===== src/rtl/burst_pkg.sv =====
package burst_pkg;

  localparam int OFS_W  = 2;
  localparam int BEATS  = 1 << OFS_W;
  localparam int LANES  = 2;
  localparam int PAIRS  = BEATS / LANES;
  localparam int PAIR_W = (PAIRS > 1) ? $clog2(PAIRS) : 1;

  typedef logic [OFS_W-1:0]  ofs_t;
  typedef logic [PAIR_W-1:0] pair_t;

  typedef enum logic {
    ORD_LINEAR     = 1'b0,
    ORD_INTERLEAVE = 1'b1
  } order_e;

  typedef struct packed {
    ofs_t   start;
    order_e order;
    logic   ddr;
    pair_t  pair;
    logic   active;
  } burst_state_t;

  function automatic ofs_t beat_ofs(ofs_t start, ofs_t idx, order_e ord);
    ofs_t r;
    if (ord == ORD_INTERLEAVE) r = start ^ idx;
    else                       r = ofs_t'(start + idx);
    return r;
  endfunction

  function automatic pair_t next_pair(pair_t p);
    return pair_t'(p + 1'b1);
  endfunction

endpackage


===== src/rtl/burst_ctrl.sv =====
module burst_ctrl
  import burst_pkg::*;
(
  input  logic         clk,
  input  logic         rst_n,
  input  logic         load_n,
  input  ofs_t         start_ofs,
  input  logic         interleave,
  input  logic         ddr_n,
  output burst_state_t state,
  output logic         load_ev,
  output logic         advance_ev,
  output logic         wrap_ev
);

  localparam pair_t LAST_PAIR = pair_t'(PAIRS - 1);

  assign load_ev    = !load_n;
  assign advance_ev = load_n && state.ddr;
  assign wrap_ev    = advance_ev && (state.pair == LAST_PAIR);

  always_ff @(posedge clk) begin
    if (!rst_n) begin
      state <= '0;
    end else if (load_ev) begin
      state.start  <= start_ofs;
      state.order  <= order_e'(interleave);
      state.ddr    <= !ddr_n;
      state.pair   <= '0;
      state.active <= !ddr_n;
    end else if (advance_ev) begin
      state.pair <= next_pair(state.pair);
      if (wrap_ev) state.active <= 1'b0;
    end
  end

  // a load always restarts at pair 0
  a_r9_load_restart: assert property (@(posedge clk) disable iff (!rst_n)
    !load_n |=> (state.pair == '0));

  // one pair step per advancing edge
  a_r6_pair_step: assert property (@(posedge clk) disable iff (!rst_n)
    (load_n && state.ddr) |=> (state.pair == next_pair($past(state.pair))));

  // active drops after the last pair
  a_r7_active_drop: assert property (@(posedge clk) disable iff (!rst_n)
    (load_n && state.active && state.pair == LAST_PAIR) |=> !state.active);

  // order only changes on a load
  a_r5_order_hold: assert property (@(posedge clk) disable iff (!rst_n)
    load_n |=> $stable(state.order));

  // start is held without a load
  a_r10_start_hold: assert property (@(posedge clk) disable iff (!rst_n)
    load_n |=> $stable(state.start));

endmodule


===== src/rtl/burst_seq.sv =====
module burst_seq
  import burst_pkg::*;
(
  input  logic         clk,
  input  logic         rst_n,
  input  burst_state_t state,
  output ofs_t         beats [LANES]
);

  for (genvar l = 0; l < LANES; l++) begin : g_lane
    localparam logic LANE_BIT = ((l % 2) == 1);
    ofs_t idx;
    assign idx = ofs_t'({state.pair, LANE_BIT});
    assign beats[l] = state.ddr ? beat_ofs(state.start, idx, state.order)
                                : state.start;
  end

  // in linear order the odd beat follows the even beat by one
  a_r3_linear_neighbour: assert property (@(posedge clk) disable iff (!rst_n)
    (state.ddr && state.order == ORD_LINEAR) |-> (beats[1] == ofs_t'(beats[0] + 1'b1)));

  // in interleaved order a pair differs only in bit 0
  a_r4_interleave_pair: assert property (@(posedge clk) disable iff (!rst_n)
    (state.ddr && state.order == ORD_INTERLEAVE) |-> ((beats[0] ^ beats[1]) == ofs_t'(1)));

endmodule


===== src/rtl/burst_addr_gen.sv =====
module burst_addr_gen
  import burst_pkg::*;
(
  input  logic                            clk,
  input  logic                            rst_n,
  input  logic                            load_n,
  input  logic [burst_pkg::OFS_W-1:0]     start_ofs,
  input  logic                            interleave,
  input  logic                            ddr_n,
  output logic [burst_pkg::OFS_W-1:0]     beat_even,
  output logic [burst_pkg::OFS_W-1:0]     beat_odd,
  output logic                            burst_active
);

  burst_state_t state;
  logic         load_ev;
  logic         advance_ev;
  logic         wrap_ev;
  ofs_t         beats [LANES];

  burst_ctrl u_ctrl (
    .clk        (clk),
    .rst_n      (rst_n),
    .load_n     (load_n),
    .start_ofs  (start_ofs),
    .interleave (interleave),
    .ddr_n      (ddr_n),
    .state      (state),
    .load_ev    (load_ev),
    .advance_ev (advance_ev),
    .wrap_ev    (wrap_ev)
  );

  burst_seq u_seq (
    .clk   (clk),
    .rst_n (rst_n),
    .state (state),
    .beats (beats)
  );

  assign beat_even    = beats[0];
  assign beat_odd     = beats[1];
  assign burst_active = state.active;

  // a double-rate load starts at the captured offset
  a_r2_load_start: assert property (@(posedge clk) disable iff (!rst_n)
    (load_ev && !ddr_n) |=> (beat_even == $past(start_ofs) && burst_active));

  // single-rate outputs hold without a load
  a_r8_sdr_hold: assert property (@(posedge clk) disable iff (!rst_n)
    (load_n && !state.ddr) |=> ($stable(beat_even) && $stable(beat_odd) && !burst_active));

  // a wrap returns to the start offset
  a_r7_wrap_start: assert property (@(posedge clk) disable iff (!rst_n)
    wrap_ev |=> (beat_even == state.start));

endmodule


===== config.mk =====
export PLATFORM = sky130hd
export DESIGN_NAME = burst_addr_gen
export DESIGN_NICKNAME = d
export VERILOG_FILES = /design/src/rtl/burst_pkg.sv /design/src/rtl/burst_ctrl.sv /design/src/rtl/burst_seq.sv /design/src/rtl/burst_addr_gen.sv
export SDC_FILE = /design/constraint.sdc
export NUM_CORES = 1
export LEC_CHECK = 0
export ABC_AREA = 1
export BUFFER_PORTS_ARGS = -buffer_cell sky130_fd_sc_hd__buf_4
export CORE_AREA = 2 2 39 41
export CTS_BUF_LIST = sky130_fd_sc_hd__clkbuf_16
export CTS_CLUSTER_DIAMETER = 40
export DETAILED_ROUTE_END_ITERATION = 10
export DIE_AREA = 0 0 41 43
export GPL_ROUTABILITY_DRIVEN = 0
export PLACE_DENSITY = 0.43
export SETUP_SLACK_MARGIN = 0.4
export SYNTH_ARGS = -nofsm -noshare
export SYNTH_HDL_FRONTEND = slang
export SYNTH_HIERARCHICAL = 1
export SYNTH_SLANG_ARGS = --single-unit
export TNS_END_PERCENT = 100

===== constraint.sdc =====
create_clock -name clk -period 2.2 [get_ports clk]
set_clock_uncertainty 0.15 [all_clocks]
set_input_delay 0.66 -clock clk [delete_from_list [all_inputs] [get_ports clk]]
set_output_delay 0.66 -clock clk [all_outputs]
set_load 0.02 [all_outputs]

==> flow_summary.ini <==
[power_and_ir_drop]
p_sw_share_pct = 20.3
sequentialPowerShare_pct = 25.7
p_comb_share_pct = 12.9
p_leak_nw = 0.259
clockPowerShare_pct = 61.4
power.internal_w = 0.000378
powerDensity_mw_per_mm2 = 920
power_switching_w = 0.0000964
peakVddDrop_v = 0.000401
p_total_w = 0.000474

[drt]
vias = 330
avgViaCountPerCell = 4.18
drt_pass1_iterations = 4
postRouteAntennaNets = 0
drt_iter0_drc = 9
drt-total-wl_um = 689
drt_drc_violations_left = 0
wl_per_cell_um = 8.72

[critical_path]
worstPathRequired_ns = 1.39
cp.arrival_ns = 0.99
reg2reg_from = u_ctrl/state[2]
r2r_slack_ns = 1.23
rr_endpoint = u_ctrl/state[1]
critPathMaxFanout = 5
cp-start-kind = flop
cp-end-kind = primary output
rr_worst_depth = 4
path_class = reg -> out

[final_layout]
regArea_um2 = 133
synthToLayoutAreaGrowth_pct = 71.7
antenna_cells = 0
largest_reg_flops = 6
design_area_um2 = 515
fillCellCount = 155
top_regs = u_ctrl/state x6
multiInputGateArea_um2 = 156
nets = 72
drive_above_1_share_pct = 41.3
largest_register = u_ctrl/state

[timing]
relSlewSlack_pct = 89.5
period_needed_ns = 1.80
timing.fmax_ghz = 0.554
setup_tns_ns = 0
fin_ws_ns = 0.396
period_share_pct = 82.0
slew_violations = 0
rsz0062_at_grt = true
hold_viol_final = 0
finalSetupViolations = 0
worstMarginPinSlew_ns = 0.156

[worst_hold_path]
hold_class = reg -> reg
hold_start = u_ctrl/state[3]
min_to = u_ctrl/state[3]
min_delay_path_depth = 2

[clock_network]
insertion_delay_ns = 0.23
h-tree-depth = 1
cts_tree = done
cts_buffer_depth = 2
cts_buffers = 3
clk_pin_slew_ns = 0.03
cts-root-buf = clkbuf_16
clkSinkCount = 6

[floorplanning]
ios = 12
fp.dieH_um = 43
core_area_mm2 = 0.00138
die_w_um = 41
die_area_mm2 = 0.00176
initial_core_util_pct = 21.7
rows = 14

[global_route]
grt_pass1_vias = 289
grt_max_degree = 9
grt-ovfl-total = 0
grt_pass1_wl_um = 1090
antenna_found_initial = 0
grt_usage_pct = 10.1

[placement]
placed_cell_area_um2 = 395
dp_hpwl_um = 495
io_buffer_count = 11
place_ws_ns = 0.485

[logic_synthesis]
postSynthCellCount = 48
yosys_warnings = 6
syn_area_um2 = 300
avgSynthCellArea_um2 = 6.26
syn_nets = 55

[outcome]
status = completed

[run]
maxCapViolCount = 0
==> worst max-delay path by stage <==
stage / start / endpoint / slack, ns / cells past startpoint
2_1_floorplan: u_ctrl/state[2] / beat_odd[0] / 0.59 / 1
3_3_place_gp: u_ctrl/state[2] / beat_odd[1] / 0.48 / 6
3_5_place_dp: u_ctrl/state[2] / beat_odd[1] / 0.48 / 6
4_1_cts: u_ctrl/state[1] / beat_odd[1] / 0.39 / 6
5_1_grt: u_ctrl/state[5] / beat_odd[1] / 0.34 / 6
6_report: u_ctrl/state[1] / beat_odd[1] / 0.40 / 6
==> cells in the final DEF (no fill, tap or decap), drive strengths merged <==
cell type	n
o21ai	3
clkbuf	3
or2	1
xor2	1
a21oi	2
dfxtp	6
nand3	4
buf	13
inv	7
nand2	15
nor2	8
==> power groups by stage <==
stage	clock (W)	combinational, W	sequential, W
global route	0.000304	0.0000683	0.000123
global placement	0	0.0000543	0.000125
detailed placement	0	0.0000542	0.000125
finish	0.000291	0.0000612	0.000122
floorplan	0	0.0000300	0.000124
CTS	0.000294	0.0000600	0.000123
==> per-layer routing <==
metal	routed length, um	GRT usage, %	vias up
met4	8	10.0	0
met5	0	0	-
li1	-	-	176
met1	336	11.3	141
met2	300	12.8	11
met3	44	4.71	2
==> critical path, stage by stage (launching register included) <==
cell and delay, ns:
dfxtp_4 0.36, inv_2 0.04, nand2_2 0.06, nand3_2 0.06
nand2_1 0.06, nand2_1 0.06, buf_6 0.13
==> repair_timing <==
item	CTS	global route
setup endpoints to repair	3	2
hold buffers	0	0
resized for setup	10	5
pin swaps	2	3
setup buffers	2	0
==> cell type report <==
type | instances | area share (%)
Multi-Input combinational cell | 34 | 30.3
Sequential cell | 6 | 25.7
Timing Repair Buffer | 13 | 20.4
Clock buffer | 3 | 14.6
Inverter | 7 | 5.10
Tap cell | 16 | 3.88
==> stage by stage <==
| step | utilization, % | hold slack, ns | instances |
|---|---|---|---|
| after floorplan | - | 0.305 | 48 |
| final | 37.3 | 0.332 | 79 |
| after global placement | 28.6 | 0.339 | 74 |
| after global routing | 37.3 | 0.350 | 79 |
| after CTS | 36.4 | 0.334 | 79 |
| after detailed placement | 28.6 | 0.336 | 74 |
Note: power is estimated with default switching activity, not from simulation.
